[config.mk]
export PLATFORM = sky130hd
export DESIGN_NAME = dspace_mover
export DESIGN_NICKNAME = d
export VERILOG_FILES = /design/src/rtl/dspace_pkg.sv /design/src/rtl/dspace_decode.sv /design/src/rtl/dspace_ram.sv /design/src/rtl/dspace_sfr.sv /design/src/rtl/dspace_mover.sv
export SDC_FILE = /design/constraint.sdc
export NUM_CORES = 2
export LEC_CHECK = 0
export ABC_AREA = 0
export BUFFER_PORTS_ARGS = -buffer_cell sky130_fd_sc_hd__buf_4
export CAP_MARGIN = 20
export CORE_MARGIN = 1
export CORE_UTILIZATION = 65
export CTS_CLUSTER_SIZE = 24
export DETAILED_ROUTE_END_ITERATION = 10
export PLACE_DENSITY = 0.78
export SETUP_SLACK_MARGIN = 0.05
export SYNTH_ARGS = -nofsm -noshare
export SYNTH_HDL_FRONTEND = slang
export SYNTH_SLANG_ARGS = --single-unit
export TNS_END_PERCENT = 100
[constraint.sdc]
create_clock -name clk -period 4.2 [get_ports clk]
set_input_delay 0.21 -clock clk [delete_from_list [all_inputs] [get_ports clk]]
set_output_delay 0.21 -clock clk [all_outputs]
set_load 0.01 [all_outputs]
[src/rtl/dspace_pkg.sv]
package dspace_pkg;
  localparam int NSFR    = 21;
  localparam int SFR_IW  = $clog2(NSFR);
  localparam int NPORT   = 4;

  localparam logic [2:0] OP_DIR2A   = 3'd0;
  localparam logic [2:0] OP_A2DIR   = 3'd1;
  localparam logic [2:0] OP_DIR2R   = 3'd2;
  localparam logic [2:0] OP_R2DIR   = 3'd3;
  localparam logic [2:0] OP_IMM2DIR = 3'd4;
  localparam logic [2:0] OP_DIR2DIR = 3'd5;

  // register file slots: ports occupy the low slots so pin reads index them directly
  localparam int IDX_SP  = 4;
  localparam int IDX_PSW = 18;
  localparam int IDX_ACC = 19;

  function automatic logic [7:0] sfr_addr(input int unsigned i);
    case (i)
      0:  sfr_addr = 8'h80;  1:  sfr_addr = 8'h90;
      2:  sfr_addr = 8'hA0;  3:  sfr_addr = 8'hB0;
      4:  sfr_addr = 8'h81;  5:  sfr_addr = 8'h82;
      6:  sfr_addr = 8'h83;  7:  sfr_addr = 8'h87;
      8:  sfr_addr = 8'h88;  9:  sfr_addr = 8'h89;
      10: sfr_addr = 8'h8A;  11: sfr_addr = 8'h8B;
      12: sfr_addr = 8'h8C;  13: sfr_addr = 8'h8D;
      14: sfr_addr = 8'h98;  15: sfr_addr = 8'h99;
      16: sfr_addr = 8'hA8;  17: sfr_addr = 8'hB8;
      18: sfr_addr = 8'hD0;  19: sfr_addr = 8'hE0;
      20: sfr_addr = 8'hF0;
      default: sfr_addr = 8'h00;
    endcase
  endfunction

  function automatic logic [7:0] sfr_rst(input int unsigned i);
    if (i < NPORT)        sfr_rst = 8'hFF;
    else if (i == IDX_SP) sfr_rst = 8'h07;
    else                  sfr_rst = 8'h00;
  endfunction
endpackage

[src/rtl/dspace_decode.sv]
module dspace_decode
  import dspace_pkg::*;
(
  input  logic [7:0]        addr,
  output logic              is_ram,
  output logic              hit,
  output logic [SFR_IW-1:0] idx
);
  logic [NSFR-1:0] match;

  for (genvar g = 0; g < NSFR; g++) begin : g_cmp
    assign match[g] = (addr == sfr_addr(g));
  end

  always_comb begin
    idx = '0;
    for (int i = 0; i < NSFR; i++)
      if (match[i]) idx = SFR_IW'(i);
  end

  assign hit    = |match;
  assign is_ram = ~addr[7];

  // no two register slots share an address
  always_comb begin
    p_unique_map_r3: assert ($onehot0(match));
  end
endmodule

[src/rtl/dspace_ram.sv]
module dspace_ram #(
  parameter int DEPTH = 128,
  localparam int AW   = $clog2(DEPTH)
) (
  input  logic          clk,
  input  logic          rst_n,
  input  logic          we,
  input  logic [AW-1:0] waddr,
  input  logic [7:0]    wdata,
  input  logic [AW-1:0] raddr,
  output logic [7:0]    rdata
);
  logic [7:0] mem [DEPTH];

  always_ff @(posedge clk or negedge rst_n) begin
    if (!rst_n) begin
      for (int i = 0; i < DEPTH; i++) mem[i] <= 8'h00;
    end else if (we) begin
      mem[waddr] <= wdata;
    end
  end

  assign rdata = mem[raddr];
endmodule

[src/rtl/dspace_sfr.sv]
module dspace_sfr
  import dspace_pkg::*;
(
  input  logic               clk,
  input  logic               rst_n,
  input  logic               we,
  input  logic [SFR_IW-1:0]  widx,
  input  logic [7:0]         wdata,
  input  logic [SFR_IW-1:0]  ridx,
  input  logic [NPORT*8-1:0] pins,
  output logic [7:0]         rdata,
  output logic [7:0]         acc,
  output logic [1:0]         bank,
  output logic [NPORT*8-1:0] latches
);
  logic [7:0] regs [NSFR];

  always_ff @(posedge clk or negedge rst_n) begin
    if (!rst_n) begin
      for (int i = 0; i < NSFR; i++) regs[i] <= sfr_rst(i);
    end else if (we) begin
      regs[widx] <= wdata;
    end
  end

  // ports read the pins, every other slot reads its register
  always_comb begin
    if (int'(ridx) < NPORT) rdata = pins[int'(ridx)*8 +: 8];
    else                    rdata = regs[ridx];
  end

  for (genvar p = 0; p < NPORT; p++) begin : g_latch
    assign latches[p*8 +: 8] = regs[p];
  end

  assign acc  = regs[IDX_ACC];
  assign bank = regs[IDX_PSW][4:3];

  // stack pointer holds 07h while reset is applied
  p_sp_reset_r1: assert property (@(posedge clk) !rst_n |=> regs[IDX_SP] == 8'h07);
endmodule

[src/rtl/dspace_mover.sv]
module dspace_mover
  import dspace_pkg::*;
#(
  parameter int RAM_DEPTH = 128,
  localparam int AW       = $clog2(RAM_DEPTH)
) (
  input  logic               clk,
  input  logic               rst_n,
  input  logic               cmd_valid,
  output logic               cmd_ready,
  input  logic [2:0]         cmd_op,
  input  logic [7:0]         cmd_dst,
  input  logic [7:0]         cmd_src,
  input  logic [7:0]         cmd_imm,
  input  logic [2:0]         cmd_reg,
  input  logic [NPORT*8-1:0] port_pins,
  output logic [NPORT*8-1:0] port_latch,
  output logic               done,
  output logic               err,
  output logic [7:0]         mv_data
);
  logic              s_ram, s_hit, d_ram, d_hit;
  logic [SFR_IW-1:0] s_idx, d_idx;
  logic [1:0]        bank;
  logic [7:0]        acc, sfr_rdata, ram_rdata, dir_val, mv;
  logic [AW-1:0]     reg_addr, ram_raddr, ram_waddr;
  logic              op_ok, rd_dir, wr_dir, to_acc, to_reg;
  logic              err_c, fire, wen, ram_we, sfr_we;
  logic [SFR_IW-1:0] sfr_widx;
  logic              ready_q, done_q, err_q;
  logic [7:0]        mv_q;

  dspace_decode u_sdec (.addr(cmd_src), .is_ram(s_ram), .hit(s_hit), .idx(s_idx));
  dspace_decode u_ddec (.addr(cmd_dst), .is_ram(d_ram), .hit(d_hit), .idx(d_idx));

  // working register r of the active bank lives at 8*bank + r
  assign reg_addr  = AW'({bank, cmd_reg});
  assign ram_raddr = (cmd_op == OP_R2DIR) ? reg_addr : cmd_src[AW-1:0];
  assign dir_val   = s_ram ? ram_rdata : sfr_rdata;

  always_comb begin
    op_ok  = 1'b1;
    rd_dir = 1'b0;
    wr_dir = 1'b0;
    to_acc = 1'b0;
    to_reg = 1'b0;
    mv     = 8'h00;
    case (cmd_op)
      OP_DIR2A:   begin rd_dir = 1'b1; to_acc = 1'b1; mv = dir_val; end
      OP_A2DIR:   begin wr_dir = 1'b1; mv = acc; end
      OP_DIR2R:   begin rd_dir = 1'b1; to_reg = 1'b1; mv = dir_val; end
      OP_R2DIR:   begin wr_dir = 1'b1; mv = ram_rdata; end
      OP_IMM2DIR: begin wr_dir = 1'b1; mv = cmd_imm; end
      OP_DIR2DIR: begin rd_dir = 1'b1; wr_dir = 1'b1; mv = dir_val; end
      default:    op_ok = 1'b0;
    endcase
  end

  assign err_c = !op_ok
               | (rd_dir & !s_ram & !s_hit)
               | (wr_dir & !d_ram & !d_hit)
               | ((cmd_op == OP_DIR2DIR) & (cmd_src == cmd_dst));

  assign fire      = cmd_valid & cmd_ready;
  assign wen       = fire & !err_c;
  assign ram_we    = wen & ((wr_dir & d_ram) | to_reg);
  assign ram_waddr = to_reg ? reg_addr : cmd_dst[AW-1:0];
  assign sfr_we    = wen & ((wr_dir & !d_ram) | to_acc);
  assign sfr_widx  = to_acc ? SFR_IW'(IDX_ACC) : d_idx;

  dspace_ram #(.DEPTH(RAM_DEPTH)) u_ram (
    .clk(clk), .rst_n(rst_n), .we(ram_we), .waddr(ram_waddr), .wdata(mv),
    .raddr(ram_raddr), .rdata(ram_rdata)
  );

  dspace_sfr u_sfr (
    .clk(clk), .rst_n(rst_n), .we(sfr_we), .widx(sfr_widx), .wdata(mv),
    .ridx(s_idx), .pins(port_pins), .rdata(sfr_rdata), .acc(acc), .bank(bank),
    .latches(port_latch)
  );

  always_ff @(posedge clk or negedge rst_n) begin
    if (!rst_n) begin
      ready_q <= 1'b0;
      done_q  <= 1'b0;
      err_q   <= 1'b0;
      mv_q    <= 8'h00;
    end else begin
      ready_q <= 1'b1;
      done_q  <= fire;
      err_q   <= fire & err_c;
      mv_q    <= (fire && !err_c) ? mv : 8'h00;
    end
  end

  assign cmd_ready = ready_q;
  assign done      = done_q;
  assign err       = err_q;
  assign mv_data   = mv_q;

  // a completion strobe only follows an accepted command
  p_done_follows_accept_r9: assert property (@(posedge clk) disable iff (!rst_n)
    done |-> $past(cmd_valid && cmd_ready));
  // a rejected command leaves the port latches alone
  p_err_latch_hold_r4: assert property (@(posedge clk) disable iff (!rst_n)
    err |-> $stable(port_latch));
  // a rejected command leaves the accumulator alone
  p_err_acc_hold_r10: assert property (@(posedge clk) disable iff (!rst_n)
    err |-> $stable(acc));
  // same-address direct move is always rejected
  p_same_addr_r8: assert property (@(posedge clk) disable iff (!rst_n)
    (cmd_valid && cmd_ready && cmd_op == OP_DIR2DIR && cmd_src == cmd_dst) |=> err && done);
endmodule

Yosys cells after proc, flatten, opt, wreduce, memory -nomap -nowiden

Index checks and enable logic that the tools add are counted.
W data, S select, Z words.

Add/subtract/negate cells: 0
Multiply operators: 0
Div/mod/pow operators: 0
Magnitude comparators: 7
Equality and inequality tests: 48
Shift operators: 1
Mux-type cells: 64
Bitwise logic cells: 21
Reduce and logical (&&, ||, !) cells: 13

Operators by type and width:

| operator             | count |
|---|---|
| $bwmux W1024         | 1 |
| $eq A8 B8 Y1 const B | 42 |
| $bwmux W168          | 1 |
| $mux W8              | 9 |
| $mux W4              | 16 |
| $bmux W8 S7          | 1 |
| $demux W8 S7         | 1 |
| $mux W5              | 11 |
| $reduce_or A21 Y1    | 2 |
| $bmux W8 S5          | 1 |
| $demux W8 S5         | 1 |
| $pmux W8 S4          | 1 |
| $shiftx A32 B9 Y8    | 1 |
| $mux W3              | 8 |
| $ge A8 B8 Y1 const B | 2 |
| $not A7 Y8           | 2 |
| $mux W7              | 2 |
| $ge A6 B6 Y1 const B | 2 |
| $not A5 Y6           | 2 |
| $and A1 B1 Y1        | 11 |
| $eq A8 B8 Y1         | 1 |
| $lt A8 B1 Y1 const B | 1 |
| $mux W2              | 4 |
| $mux W1              | 7 |
| 13 further kinds     | 24 |

Register bits after elaboration: 1,203
Bits in latches: 0
Bits in writable memories: 0
Bits in read-only memories: 0
Bits of input ports: 65
Logic and storage cells: 307
Memories: 0

Logic depth before layout (Yosys ltp)

Word-level depth: 29
Depth in mapped cells: 19

By module

A second synthesis with hierarchy kept.

Cell total of the unflattened synthesis: 3,590
Area total of the unflattened synthesis: 56,437.9 µm²

Modules (own cells, without submodules):

| module        | times used | cells an instance | area each (µm²) | sequential area each (µm²) |
|---|---|---|---|---|
| dspace_ram    | 1          | 2,782             | 46,459.6        | 25,624.6 |
| dspace_sfr    | 1          | 579               | 8,165.3         | 4,247.8 |
| dspace_mover  | 1          | 123               | 1,127.3         | 275.3 |
| dspace_decode | 2          | 53                | 342.8           | 0.0 |

Worst setup path before layout

Ideal clock, no wire load.

Kind: input port to flip-flop
Start point: input cmd_src[4]
End point: register u_ram.mem[134] in the netlist's numbering
Arrival time: 3.100 ns
Data required time: 4.067 ns
Slack: 0.967 ns
Stages on the path: 15
Path through: buf_2 -> buf_2 -> maj3_1 -> nor3_2 -> buf_2 -> buf_4 -> mux2i_1 -> nand2_1 -> a311oi_1 -> nor4b_1 -> nor4bb_1 -> buf_2 -> buf_2 -> buf_6 -> a21oi_1

Cells in the longest elaborated chain, start to end: 29

Ends and longest elaborated chain:

| element                                     | RTL line            | RTL |
|---|---|---|
| from (decl)                                 | dspace_mover.sv:13  | `input logic [7:0] cmd_src,` |
| $eq A8 B8 Y1                                | dspace_decode.sv:12 | `assign match[g] = (addr == sfr_addr(g));` |
| $mux W1                                     | dspace_decode.sv:18 | `if (match[i]) idx = SFR_IW'(i);` |
| $mux W2 (2 in series)                       | dspace_decode.sv:18 |  |
| $mux W3 (4 in series)                       | dspace_decode.sv:18 |  |
| $mux W4 (8 in series)                       | dspace_decode.sv:18 |  |
| $mux W5 (5 in series)                       | dspace_decode.sv:18 |  |
| $not A5 Y6 (not written as such)            | dspace_sfr.sv:29    | `else rdata = regs[ridx];` |
| $bmux W8 S5                                 | dspace_sfr.sv:29    |  |
| $mux W8 (not written as such) (2 in series) | dspace_sfr.sv:29    |  |
| $mux W8                                     | dspace_sfr.sv:28    | `if (int'(ridx) < NPORT) rdata = pins[int'(ridx)*8 +: 8];` |
| $mux W8                                     | dspace_mover.sv:39  | `assign dir_val = s_ram ? ram_rdata : sfr_rdata;` |
| $pmux W8 S4                                 | dspace_mover.sv:48  | `case (cmd_op)` |
| $bwmux W1024                                | dspace_ram.sv:19    | `mem[waddr] <= wdata;` |
| to (signal, indexed assignment)             | dspace_ram.sv:19    |  |
| to (decl)                                   | dspace_ram.sv:13    | `logic [7:0] mem [DEPTH];` |

Several ways; a longest one is shown, not always the timed one. The select of a mux whose other input is x is not followed.
A chain may end at the register's enable or synchronous reset.

Worst setup path in the final report

Start point: register u_sfr.regs, in the netlist u_sfr.bank[0]
End point: register u_ram.mem[250] in the netlist's numbering

Cells in the longest elaborated chain, start to end: 8

Ends and longest elaborated chain:

| element                                     | RTL line           | RTL |
|---|---|---|
| from (decl)                                 | dspace_sfr.sv:16   | `logic [7:0] regs [NSFR];` |
| from (signal, indexed assignment)           | dspace_sfr.sv:22   | `regs[widx] <= wdata;` |
| $mux W7                                     | dspace_mover.sv:38 | `assign ram_raddr = (cmd_op == OP_R2DIR) ? reg_addr : cmd_src[AW-1:0];` |
| $not A7 Y8 (not written as such)            | dspace_ram.sv:23   | `assign rdata = mem[raddr];` |
| $bmux W8 S7                                 | dspace_ram.sv:23   |  |
| $mux W8 (not written as such) (2 in series) | dspace_ram.sv:23   |  |
| $mux W8                                     | dspace_mover.sv:39 |  |
| $pmux W8 S4                                 | dspace_mover.sv:48 |  |
| $bwmux W1024 *                              | dspace_ram.sv:19   |  |

Mark *: on every way between the ends. The rest lies on a longest branch, timed or not. The select of a mux whose other input is x is not followed.

==> metrics.txt <==
unrepaired setup endpoints after global routing no; leakage power 30.6 nW; vias 50857; drt via density 6.98; total half-perimeter wirelength after legalization and detailed placement 130000 um; critical path data arrival time 4.61 ns; achievable clock frequency 0.246 GHz; beginning of the worst hold path cmd_imm[7]; Worst path top cell family by delay compound AO/OA/AOI/OAI gates; capturing point of the worst reg2reg path u_ram.mem[250]; synthesized-area fraction occupied by xor and xnor cells 0.193%; simple-gate share of the synthesized area 14.5%; via count of the first global-routing pass 48486; Die Y-Extent 303 um; setup slack of the critical path after layout 0.134 ns; dominant register cell in the synthesized netlist dfrtp_1; H-tree Lvls 3; Max IR drop VDD 0.000448 V; CP Cell Sequence mux2i_4 > buf_12 > nor2_1 > a32oi_1 > a311oi_1 > nor4bb_1 > buf_2 > o41ai_4 > buf_4 > buf_12 > a31oi_1; cell count of the worst hold path 4; actual transition at the worst max-transition pin 1.16 ns; RD Place Congestion 1.04; Bufs and invs on worst path 4; Yosys warning total 0; global-route met3 utilization 11.0%; total nets after synthesis 6006; Initial Utilization 65.6%; largest family of logic cells by synthesized area compound AO/OA/AOI/OAI gates; post-synthesis async set-or-reset flop share 100%; number of setup buffers added after CTS 0; mean routed wirelength per cell 27.1 um; met2 layer usage reported by global route 62.9%; Post-Synthesis Mean Instance Area 9.92 um^2; leading post-synthesis cells by cell area dfrtp_1 (50%), mux2_2 (9.0%), a31oi_1 (7.3%); clock root buffer clkbuf_16; fraction of layout instances using a drive strength above 1 22.0%; Max stage delay cell, worst path a311oi_1; clock period minus final worst setup slack 4.07 ns; Most Used Layer, Global Route met2; overall power of the completed layout 0.0269 W; startpoint type of the worst setup path register; Final Slew Violations 0; instance count of the mapped netlist 5941; beginning of the critical path u_sfr.bank[0]; total CTS buffers 119; I/O pin count 108; type of the most critical hold path input port to register; maxcap violations 0; Post-Synth Adder-Cell Area 0.0340%; total standard cell area after synthesis 0.0589 mm^2; gr usage total 42.7%; antenna violations before repair 10; Pre-Repair DR Iteration Count 8; startpoint of the worst-slack reg-to-reg timing path u_sfr.bank[0]; clock skew 0.0264 ns; maximum number of pins on one net before global-route repair 103; setup slack of the most critical reg-to-reg path 0.13 ns; clock latency on the worst-skew pair 0.73 ns; minimum setup slack after placement -0.210 ns; layout overhead on the synthesized area 14.2%; Horiz. Die Dim 303 um; largest buffer count on any clock path 3; Power per Cell Area 400 mW/mm^2; synthesized-area fraction occupied by ao, oa, aoi and oai cells 14.9%; detailed-route DRC error count 0; type of destination of the critical path register; total detailed-routing wirelength 197000 um; proportion of synthesized chip area in sequential cells 51.2%; number of enable flip-flop cells after synthesis 0; Yosys top cell area share 49.6%; multiplexer share of the synthesized area 14.1%; count of different cell masters after synthesis 94; Max-slew headroom 22.4%; CTS clock-pin slew for the worst setup and hold paths 0.06 ns; critical path data required time 4.74 ns; Crit path largest cell delay 0.69 ns; clock sink count 1203; Critical Path Fanout Max 40; Core Area 0.0899 mm^2; library cell occupying the most area in the post-synthesis netlist dfrtp_1; Worst R2R Path Depth 11; met1 demand-to-capacity share in global routing 57.3%; TritonCTS clock tree yes; post-synthesis sequential element count 1203; count of standard-cell rows 110; most frequent cell on the critical path buf_12; number of nets in the finished design 6067; final hold violation count 0; Final setup viols 0; number of design-rule violations left by the first detailed-router iteration 7433; sink of the worst hold path u_sfr.acc[7]; number of port buffers 107; fin crit share 96.8%; sum of negative setup slack 0 ns; first-pass GRT wire length 297000 um; status completed; Layout Utilization 74.9%; overall overflow remaining after global route 0; post-route antenna net violation count 0; Die Outline Area 0.0918 mm^2; Worst Setup Path Type register to register
-- worst max path at each step --
stage,end,slack (ns),depth (start not counted)
2_1_floorplan,u_ram.mem[134],0.97,15
3_3_place_gp,u_ram.mem[47],-0.38,13
3_5_place_dp,u_ram.mem[431],-0.21,15
4_1_cts,u_ram.mem[431],0.16,10
5_1_grt,u_sfr.regs[81],0.15,11
6_report,u_ram.mem[250],0.13,11
-- layout make-up --
type / count / area, um^2
flip-flops and latches: 1203 / 30100
multi-input cells: 4105 / 26000
fillers: 6020 / 22600
repair buffers: 547 / 5320
clock buffers: 182 / 3650
well taps: 1176 / 1470
clock inverters: 40 / 672
inverters: 26 / 97.6
diodes: 2 / 5.00
-- synth_stat cells, types with 8 or more instances --
library cell / number
nor2b_1: 25
nand2b_1: 20
mux4_2: 45
and2_1: 16
a21oi_1: 243
mux2_2: 472
nor3_1: 29
o211a_1: 10
nand4_1: 34
xnor2_1: 12
or3_1: 8
clkbuf_1: 303
and3_1: 18
a2111oi_0: 9
a221oi_1: 18
buf_1: 46
a22oi_1: 34
buf_4: 104
a211oi_1: 60
o221ai_1: 17
mux2i_1: 194
a32oi_1: 46
nand2_1: 667
o211ai_1: 15
buf_6: 11
nor2_1: 975
nand3_1: 197
dfstp_2: 35
o22ai_1: 30
o21ai_0: 32
buf_2: 142
a311oi_1: 17
dfrtp_1: 1168
a31oi_1: 691
o21ai_1: 11
inv_1: 25
-- sequential cells by signal, indices dropped and copies added, names as in the netlist --
| register | count |
|---|---|
| u_sfr.latches | 32 |
| u_sfr.bank | 2 |
| cmd_ready | 1 |
| u_sfr.regs | 126 |
| u_ram.mem | 1024 |
| mv_data | 8 |
| u_sfr.acc | 8 |
| err | 1 |
| done | 1 |
-- timing repair --
action,in CTS,in global routing
hold buffers,3,0
endpoints found under the hold margin,71,0
resized for setup,0,2
endpoints found under the setup margin,0,69
-- worst reg2reg max path: stages, from the launching register on --
cell and delay (ns):
dfrtp_1 0.60, mux2i_4 0.23, buf_12 0.25, nor2_1 0.49, a32oi_1 0.31, a311oi_1 0.69, nor4bb_1 0.14, buf_2 0.21
o41ai_4 0.36, buf_4 0.20, buf_12 0.23, a31oi_1 0.21
-- metal layers --
| layer | vias to the layer above | routed length [um] |
|---|---|---|
| met5 | - | 109 |
| met4 | 16 | 13600 |
| met3 | 823 | 22600 |
| met2 | 3472 | 87300 |
| met1 | 25142 | 73600 |
| li1 | 21404 | - |
-- power breakdown --
group	total, W	switching, W	internal, W	leakage, nW
clock	0.0117	0.00473	0.00695	2.13
combinational	0.00323	0.00220	0.00103	11.8
sequential	0.0120	0.000151	0.0119	16.6
-- stage by stage --
| step | cells | hold WS, ns | area (um^2) |
|---|---|---|---|
| 2_1_floorplan | 5941 | -0.0856 | 58900 |
| 3_3_place_gp | 7041 | 0.363 | 62800 |
| 3_5_place_dp | 7047 | 0.358 | 62900 |
| 4_1_cts | 7272 | 0.0373 | 67200 |
| 5_1_grt | 7279 | 0.0719 | 67300 |
| 6_report | 7281 | 0.0823 | 67300 |
-- kinds of logic (layout without fill, tap and decap cells) --
logic type | Yosys count | count (layout)
buffers and inverters | 633 | 795
adders and majority gates | 2 | 2
AOI/OAI and AO/OA | 1330 | 1330
xor gates and xnor gates | 13 | 13
muxes | 714 | 714
DFF | 1203 | 1203
and+or+nand+nor | 2045 | 2045
other | 1 | 3
-- layout by cell type, fill, tap and decap left out, types with 18 or more instances in the layout --
cell       count
a22oi_1       31
clkbuf_1      23
clkbuf_8      37
nor2_1       974
a32oi_1       46
nand2b_1      20
nor3_1        28
dfstp_2       35
a21oi_1      242
buf_4        441
a211oi_1      60
o22ai_1       30
a221oi_1      18
nand4_1       34
buf_12        95
o21ai_0       32
clkbuf_16    122
nand3_1      193
nand2_1      663
a31oi_1      690
mux2_2       472
inv_1         25
nor2b_1       25
and3_1        18
mux2i_1      193
dfrtp_1     1168
mux4_2        45
Note: power is estimated with default switching activity, not from simulation.
